`src/rtl/pam_pkg.sv`:
```
package pam_pkg;
   localparam int MUL_A_W = 25;
   localparam int MUL_B_W = 18;
   localparam int PROD_W  = MUL_A_W + MUL_B_W;

   typedef struct packed {
      logic pre;
      logic cat;
   } pam_mode_t;
endpackage

```
`src/rtl/pam_delay.sv`:
```
module pam_delay #(
   parameter int W = 8,
   parameter int N = 1
) (
   input  logic         clk,
   input  logic         rst,
   input  logic         ce,
   input  logic [W-1:0] d,
   output logic [W-1:0] q
);
   generate
      if (N == 0) begin : g_wire
         assign q = d;
      end else begin : g_reg
         logic [W-1:0] stg [1:N];
         always_ff @(posedge clk) begin
            if (rst) begin
               for (int i = 1; i <= N; i++) stg[i] <= '0;
            end else if (ce) begin
               stg[1] <= d;
               for (int i = 2; i <= N; i++) stg[i] <= stg[i-1];
            end
         end
         assign q = stg[N];
      end
   endgenerate
endmodule

```
`src/rtl/pam_tapdelay.sv`:
```
module pam_tapdelay #(
   parameter int W   = 8,
   parameter int N   = 2,
   parameter int TAP = 1
) (
   input  logic         clk,
   input  logic         rst,
   input  logic         ce,
   input  logic [W-1:0] d,
   output logic [W-1:0] q,
   output logic [W-1:0] tap
);
   generate
      if (N == 0) begin : g_wire
         assign q   = d;
         assign tap = d;
      end else begin : g_reg
         logic [W-1:0] stg [1:N];
         always_ff @(posedge clk) begin
            if (rst) begin
               for (int i = 1; i <= N; i++) stg[i] <= '0;
            end else if (ce) begin
               stg[1] <= d;
               for (int i = 2; i <= N; i++) stg[i] <= stg[i-1];
            end
         end
         assign q = stg[N];
         if (TAP == 0) begin : g_tap0
            assign tap = d;
         end else begin : g_tapn
            assign tap = stg[TAP];
         end
      end
   endgenerate
endmodule

```
`src/rtl/pam_preadd.sv`:
```
module pam_preadd #(
   parameter int W = 25
) (
   input  logic         pre,
   input  logic [W-1:0] a,
   input  logic [W-1:0] d,
   output logic [W-1:0] y
);
   always_comb begin
      if (pre) y = a + d;
      else     y = a;
   end
endmodule

```
`src/rtl/pam_mult.sv`:
```
module pam_mult #(
   parameter int AW = 25,
   parameter int BW = 18,
   localparam int PW = AW + BW
) (
   input  logic [AW-1:0] a,
   input  logic [BW-1:0] b,
   output logic [PW-1:0] p
);
   logic signed [PW-1:0] ax;
   logic signed [PW-1:0] bx;

   always_comb begin
      ax = PW'($signed(a));
      bx = PW'($signed(b));
      p  = ax * bx;
   end
endmodule

```
`src/rtl/pam_pipe.sv`:
```
module pam_pipe
   import pam_pkg::*;
#(
   parameter int A_W          = 30,
   parameter int B_W          = 18,
   parameter int P_W          = 48,
   parameter int D_W          = 25,
   parameter int A_STAGES     = 1,
   parameter int B_STAGES     = 2,
   parameter int ACASC_STAGES = 1,
   parameter int BCASC_STAGES = 1,
   parameter int C_REG        = 1,
   parameter int D_REG        = 1,
   parameter int AD_REG       = 1,
   parameter int M_REG        = 1,
   parameter int P_REG        = 1,
   parameter int MODE_REG     = 1,
   parameter bit HAS_C        = 1'b1
) (
   input  logic           clk,
   input  logic           rst,
   input  logic           en,
   input  logic [A_W-1:0] a,
   input  logic [B_W-1:0] b,
   input  logic [P_W-1:0] c,
   input  logic [D_W-1:0] d,
   input  logic           pre_add,
   input  logic           cat_sel,
   input  logic           ce_a,
   input  logic           ce_b,
   input  logic           ce_c,
   input  logic           ce_d,
   input  logic           ce_ad,
   input  logic           ce_m,
   input  logic           ce_p,
   input  logic           ce_mode,
   input  logic           rst_a,
   input  logic           rst_b,
   input  logic           rst_c,
   input  logic           rst_d,
   input  logic           rst_ad,
   input  logic           rst_m,
   input  logic           rst_p,
   input  logic           rst_mode,
   output logic [P_W-1:0] p,
   output logic [A_W-1:0] acout,
   output logic [B_W-1:0] bcout
);
   localparam int MW  = D_W;
   localparam int PRW = MW + B_W;
   localparam int EXT = P_W - PRW;

   // elaboration-time parameter checks
   generate
      if (ACASC_STAGES > A_STAGES || ACASC_STAGES < 0) begin : g_bad_acasc
         $fatal(1, "A cascade tap deeper than the A chain");
      end
      if (BCASC_STAGES > B_STAGES || BCASC_STAGES < 0) begin : g_bad_bcasc
         $fatal(1, "B cascade tap deeper than the B chain");
      end
      if (A_W + B_W != P_W) begin : g_bad_cat
         $fatal(1, "A and B widths must fill the result width");
      end
      if (MW != MUL_A_W || B_W != MUL_B_W || PRW != PROD_W) begin : g_bad_mul
         $fatal(1, "multiplier must be 25x18");
      end
      if (A_W < MW || EXT < 0) begin : g_bad_w
         $fatal(1, "A narrower than the multiplier operand");
      end
      if (C_REG > 1 || D_REG > 1 || AD_REG > 1 || M_REG > 1 || P_REG > 1 || MODE_REG > 1)
      begin : g_bad_reg
         $fatal(1, "single-register stages accept 0 or 1");
      end
   endgenerate

   // stage enables and resets with the global controls folded in
   logic ce_a_g, ce_b_g, ce_c_g, ce_d_g, ce_ad_g, ce_m_g, ce_p_g, ce_mode_g;
   logic rs_a_g, rs_b_g, rs_c_g, rs_d_g, rs_ad_g, rs_m_g, rs_p_g, rs_mode_g;

   assign ce_a_g    = ce_a    & en;
   assign ce_b_g    = ce_b    & en;
   assign ce_c_g    = ce_c    & en;
   assign ce_d_g    = ce_d    & en;
   assign ce_ad_g   = ce_ad   & en;
   assign ce_m_g    = ce_m    & en;
   assign ce_p_g    = ce_p    & en;
   assign ce_mode_g = ce_mode & en;
   assign rs_a_g    = rst_a    | rst;
   assign rs_b_g    = rst_b    | rst;
   assign rs_c_g    = rst_c    | rst;
   assign rs_d_g    = rst_d    | rst;
   assign rs_ad_g   = rst_ad   | rst;
   assign rs_m_g    = rst_m    | rst;
   assign rs_p_g    = rst_p    | rst;
   assign rs_mode_g = rst_mode | rst;

   // input chains
   logic [A_W-1:0] a_q;
   logic [B_W-1:0] b_q;
   logic [P_W-1:0] c_src, c_q;
   logic [D_W-1:0] d_q;
   pam_mode_t      mode_in, mode_q;

   pam_tapdelay #(.W(A_W), .N(A_STAGES), .TAP(ACASC_STAGES)) u_a (
      .clk(clk), .rst(rs_a_g), .ce(ce_a_g), .d(a), .q(a_q), .tap(acout));

   pam_tapdelay #(.W(B_W), .N(B_STAGES), .TAP(BCASC_STAGES)) u_b (
      .clk(clk), .rst(rs_b_g), .ce(ce_b_g), .d(b), .q(b_q), .tap(bcout));

   generate
      if (HAS_C) begin : g_c
         assign c_src = c;
      end else begin : g_noc
         assign c_src = '0;
      end
   endgenerate

   pam_delay #(.W(P_W), .N(C_REG)) u_c (
      .clk(clk), .rst(rs_c_g), .ce(ce_c_g), .d(c_src), .q(c_q));

   pam_delay #(.W(D_W), .N(D_REG)) u_d (
      .clk(clk), .rst(rs_d_g), .ce(ce_d_g), .d(d), .q(d_q));

   assign mode_in.pre = pre_add;
   assign mode_in.cat = cat_sel;

   pam_delay #(.W($bits(pam_mode_t)), .N(MODE_REG)) u_mode (
      .clk(clk), .rst(rs_mode_g), .ce(ce_mode_g), .d(mode_in), .q(mode_q));

   // pre-adder and multiplier
   logic [MW-1:0]  ad_comb, ad_q;
   logic [PRW-1:0] m_comb, m_q;

   pam_preadd #(.W(MW)) u_pre (
      .pre(mode_q.pre), .a(a_q[MW-1:0]), .d(d_q), .y(ad_comb));

   pam_delay #(.W(MW), .N(AD_REG)) u_ad (
      .clk(clk), .rst(rs_ad_g), .ce(ce_ad_g), .d(ad_comb), .q(ad_q));

   pam_mult #(.AW(MW), .BW(B_W)) u_mul (
      .a(ad_q), .b(b_q), .p(m_comb));

   pam_delay #(.W(PRW), .N(M_REG)) u_m (
      .clk(clk), .rst(rs_m_g), .ce(ce_m_g), .d(m_comb), .q(m_q));

   // post-adder
   logic [P_W-1:0] x_sel, sum;

   always_comb begin
      if (mode_q.cat) x_sel = {a_q, b_q};
      else            x_sel = {{EXT{m_q[PRW-1]}}, m_q};
      sum = x_sel + c_q;
   end

   pam_delay #(.W(P_W), .N(P_REG)) u_p (
      .clk(clk), .rst(rs_p_g), .ce(ce_p_g), .d(sum), .q(p));
endmodule

```
`config.mk`:
```
export PLATFORM = sky130hd
export DESIGN_NAME = pam_pipe
export DESIGN_NICKNAME = d
export VERILOG_FILES = /design/src/rtl/pam_pkg.sv /design/src/rtl/pam_delay.sv /design/src/rtl/pam_tapdelay.sv /design/src/rtl/pam_preadd.sv /design/src/rtl/pam_mult.sv /design/src/rtl/pam_pipe.sv
export SDC_FILE = /design/constraint.sdc
export NUM_CORES = 2
export LEC_CHECK = 0
export CAP_MARGIN = 5
export CORE_ASPECT_RATIO = 0.7
export CORE_UTILIZATION = 50
export DETAILED_ROUTE_END_ITERATION = 8
export DONT_BUFFER_PORTS = 1
export SYNTH_ARGS = -nofsm -noshare
export SYNTH_HDL_FRONTEND = slang
export SYNTH_HIERARCHICAL = 1
export SYNTH_SLANG_ARGS = --single-unit
export TNS_END_PERCENT = 100
```
`constraint.sdc`:
```
create_clock -name clk -period 9.8 [get_ports clk]
set_clock_uncertainty 0.2 [all_clocks]
set_input_delay 1.47 -clock clk [delete_from_list [all_inputs] [get_ports clk]]
set_output_delay 1.47 -clock clk [all_outputs]
set_load 0.005 [all_outputs]
```
==> results.sh <==
export IMPL_status="finished, violations left"
export IMPL_failed_checks="design-rule violations"
export IMPL_fp_dieW_um=302
export IMPL_cts_root_buf="clkbuf_16"
export IMPL_fmax_mhz=123
export IMPL_whs_path_depth=1
export IMPL_antenna_found_initial=2
export IMPL_hold_buffers=0
export IMPL_fin_area_um2=32500
export IMPL_grt_ovfl_total=0
export IMPL_cts_resized_gates=0
export IMPL_cap_viol_max_count=0
export IMPL_synth_top_area_share_pct=28.2
export IMPL_synth_edff_count=257
export IMPL_nets=3707
export IMPL_syn_area_per_cell_um2=10.2
export IMPL_synthFlopType="edfxtp_1"
export IMPL_r2r_cells=20
export IMPL_wl_met2_um=38100
export IMPL_crit_start="u_b/g_reg.stg[2][4]$_SDFFCE_PN0P_"
export IMPL_grt_usage_pct=26.7
export IMPL_wire_per_inst_um=22.0
export IMPL_met1_length_um=39000
export IMPL_utilization_pct=52.6
export IMPL_synth_seq_cells=257
export IMPL_worst_pin_slew_ns=1.43
export IMPL_yosys_warnings=6
export IMPL_clkLatencyLatePin_ns=0.56
export IMPL_start_util_pct=50.9
export IMPL_die_h_um=212
export IMPL_numCtsBuffers=25
export IMPL_async_reset_ff_share_pct=0
export IMPL_crit_path_end_kind="flip-flop"
export IMPL_mappedNetlistArea_um2=31500
export IMPL_antenna_left=0
export IMPL_synthMuxAreaShare_pct=2.22
export IMPL_ir_worst_vdd_mv=0.139
export IMPL_final_common_cell="inv_1"
export IMPL_maxUsedRoutingLayer="met4"
export IMPL_synth_top_area_cell="fa_1"
export IMPL_grt_pass1_vias=22369
export IMPL_rrSetupSlack_ns=1.69
export IMPL_r2r_end="u_m/g_reg.stg[1][36]$_SDFFCE_PN0P_"
export IMPL_dpl_cell_area_um2=31700
export IMPL_drive_gt1_share_pct=7.36
export IMPL_synth_simple_gate_area_share_pct=18.6
export IMPL_grt_pass1_wl_um=131000
export IMPL_fin_setup_tns_ns=0
export IMPL_syn_instance_count=3076
export IMPL_synth_area_leaders="fa_1 28%, edfxtp_1 25%, ha_1 7.1%"
export IMPL_area_growth_pct=3.37
export IMPL_cts_sinks=257
export IMPL_hold_path_class="flip-flop to flip-flop"
export IMPL_tritoncts="built"
export IMPL_synth_cell_type_count=78
export IMPL_io_buffers=0
export IMPL_holdCritStartpoint="u_b/g_reg.stg[1][9]$_SDFFCE_PN0P_"
export IMPL_seq_area_frac_synth_pct=24.5
export IMPL_fin_cells=3783
export IMPL_ioPinCount=238
export IMPL_relSlewSlack_pct=4.37
export IMPL_crit_path_max_fanout=26
export IMPL_period_share_pct=82.8
export IMPL_synthXorXnorAreaFrac_pct=2.95
export IMPL_arrival_ns=8.22
export IMPL_synth_top_family_by_area="adder cells"
export IMPL_setup_violations_final=0
export IMPL_rsz0062_at_grt="false"
export IMPL_ctsHtreeMaxLevel=1
export IMPL_synth_fa_ha_area_share_pct=35.3
export IMPL_r2r_start="u_b/g_reg.stg[2][4]$_SDFFCE_PN0P_"
export IMPL_min_period_ns=8.11
export IMPL_required_ns=9.91
export IMPL_wl_met3_um=4930
export IMPL_synth_compound_area_share_pct=6.91
export IMPL_p_per_area_nw_per_um2=110
export IMPL_clk_pin_slew_worst_paths_ns=0.07
export IMPL_row_count=76
export IMPL_dr_pass1_iters=9
export IMPL_coreArea_um2=61800
export IMPL_drc=4
export IMPL_hold_viol=0
export IMPL_p_leak_nw=16.2
export IMPL_synth_nets=3839
export IMPL_slew_violations=0
export IMPL_clockBufferDepth=3
export IMPL_place_congestion=0.929
export IMPL_routed_wirelength_um=83000
export IMPL_hold_end="u_b/g_reg.stg[2][9]$_SDFFCE_PN0P_"
export IMPL_crit_type="flip-flop to flip-flop"
export IMPL_drt_first_iter_violations=1573
export IMPL_dp_hpwl_um=65300
export IMPL_routed_via_density=5.65
export IMPL_startpoint_type="flip-flop"
export IMPL_grt_max_degree=50
export IMPL_routed_via_count=21372
export IMPL_postCtsSetupBuffers=0
export IMPL_dpl_cell_count=3735
export IMPL_dieArea_um2=63900
export IMPL_total_power_w=0.00359
export IMPL_layout_common_cells="537 x inv_1, 443 x fa_1, 354 x nand2_1"
## metrics by stage
| step | hold slack [ns] | worst slack (ns) |
|---|---|---|
| final | 0.428 | 1.69 |
| after global placement | 0.417 | 2.05 |
| after floorplan | 0.383 | 3.06 |
| after detailed placement | 0.413 | 1.93 |
| after CTS | 0.427 | 1.89 |
| after global routing | 0.455 | 1.45 |
## state kept, by name, summed over array words and instances, names as in the netlist
register	cells
u_b/g_reg.stg	36
u_m/g_reg.stg	43
u_ad/g_reg.stg	25
u_p/g_reg.stg	48
u_mode/g_reg.stg	2
u_a/g_reg.stg	30
u_c/g_reg.stg	48
u_d/g_reg.stg	25
## kinds of logic after synthesis
group / Yosys count
xor gates and xnor gates: 106
muxes: 62
buffers and inverters: 721
AOI/OAI and AO/OA: 319
adders and majority gates: 621
DFF: 257
and+or+nand+nor: 990
## metal layers
metal | up-vias | global-route usage, %
met5 | - | 0
met2 | 659 | 42.5
met4 | 0 | 3.34
met1 | 10963 | 39.5
met3 | 85 | 3.91
li1 | 9665 | -
## synthesized netlist by cell type (23+ instances only)
master and n:
xor2_1 37, buf_4 38, fa_1 443, clkbuf_1 99, nand2_1 354, mux2_2 61
xnor2_1 69, and3b_2 61, and2_1 174, inv_1 537, a21o_1 55, ha_1 178
nand4_1 23, and3b_1 196, a21oi_1 90, nor2_1 68, edfxtp_1 257, o21ai_0 40
## how the worst max path moves through the flow
stage                                         end  slack, ns  cells after the start
2_1_floorplan  u_m/g_reg.stg[1][37]$_SDFFCE_PN0P_       3.06                     22
3_3_place_gp   u_m/g_reg.stg[1][36]$_SDFFCE_PN0P_       2.05                     19
3_5_place_dp   u_m/g_reg.stg[1][37]$_SDFFCE_PN0P_       1.93                     19
4_1_cts        u_m/g_reg.stg[1][36]$_SDFFCE_PN0P_       1.89                     20
5_1_grt        u_m/g_reg.stg[1][36]$_SDFFCE_PN0P_       1.45                     20
6_report       u_m/g_reg.stg[1][36]$_SDFFCE_PN0P_       1.69                     20
## critical path, stage by stage (launching register included)
cell and delay [ns]:
edfxtp_1 1.31, nand2_1 0.18, fa_1 0.55, fa_1 0.54, inv_1 0.05, fa_1 0.51, inv_1 0.06, fa_1 0.44
fa_1 0.48, fa_1 0.50, inv_1 0.05, ha_1 0.40, and4_1 0.33, and2_1 0.21, nand4_1 0.10, nor3_1 0.55
nor2_1 0.21, o311ai_2 0.60, a31oi_1 0.19, xnor2_1 0.16, and3b_2 0.20
## layout make-up
type	count	area (um2)
Sequential cell	257	7720
Antenna cell	1	2.50
Clock inverter	18	174
Timing Repair Buffer	25	208
Tap cell	819	1020
Inverter	537	2020
Clock buffer	28	637
Fill cell	5563	29300
Multi-Input combinational cell	2098	20700
## report_power, final
group	total (W)	switching, W	internal [W]	leakage, nW
registers	0.00138	0.0000989	0.00128	2.90
clock network	0.000993	0.000444	0.000549	0.392
logic	0.00121	0.000730	0.000482	12.9
Note: power is estimated with default switching activity, not from simulation.
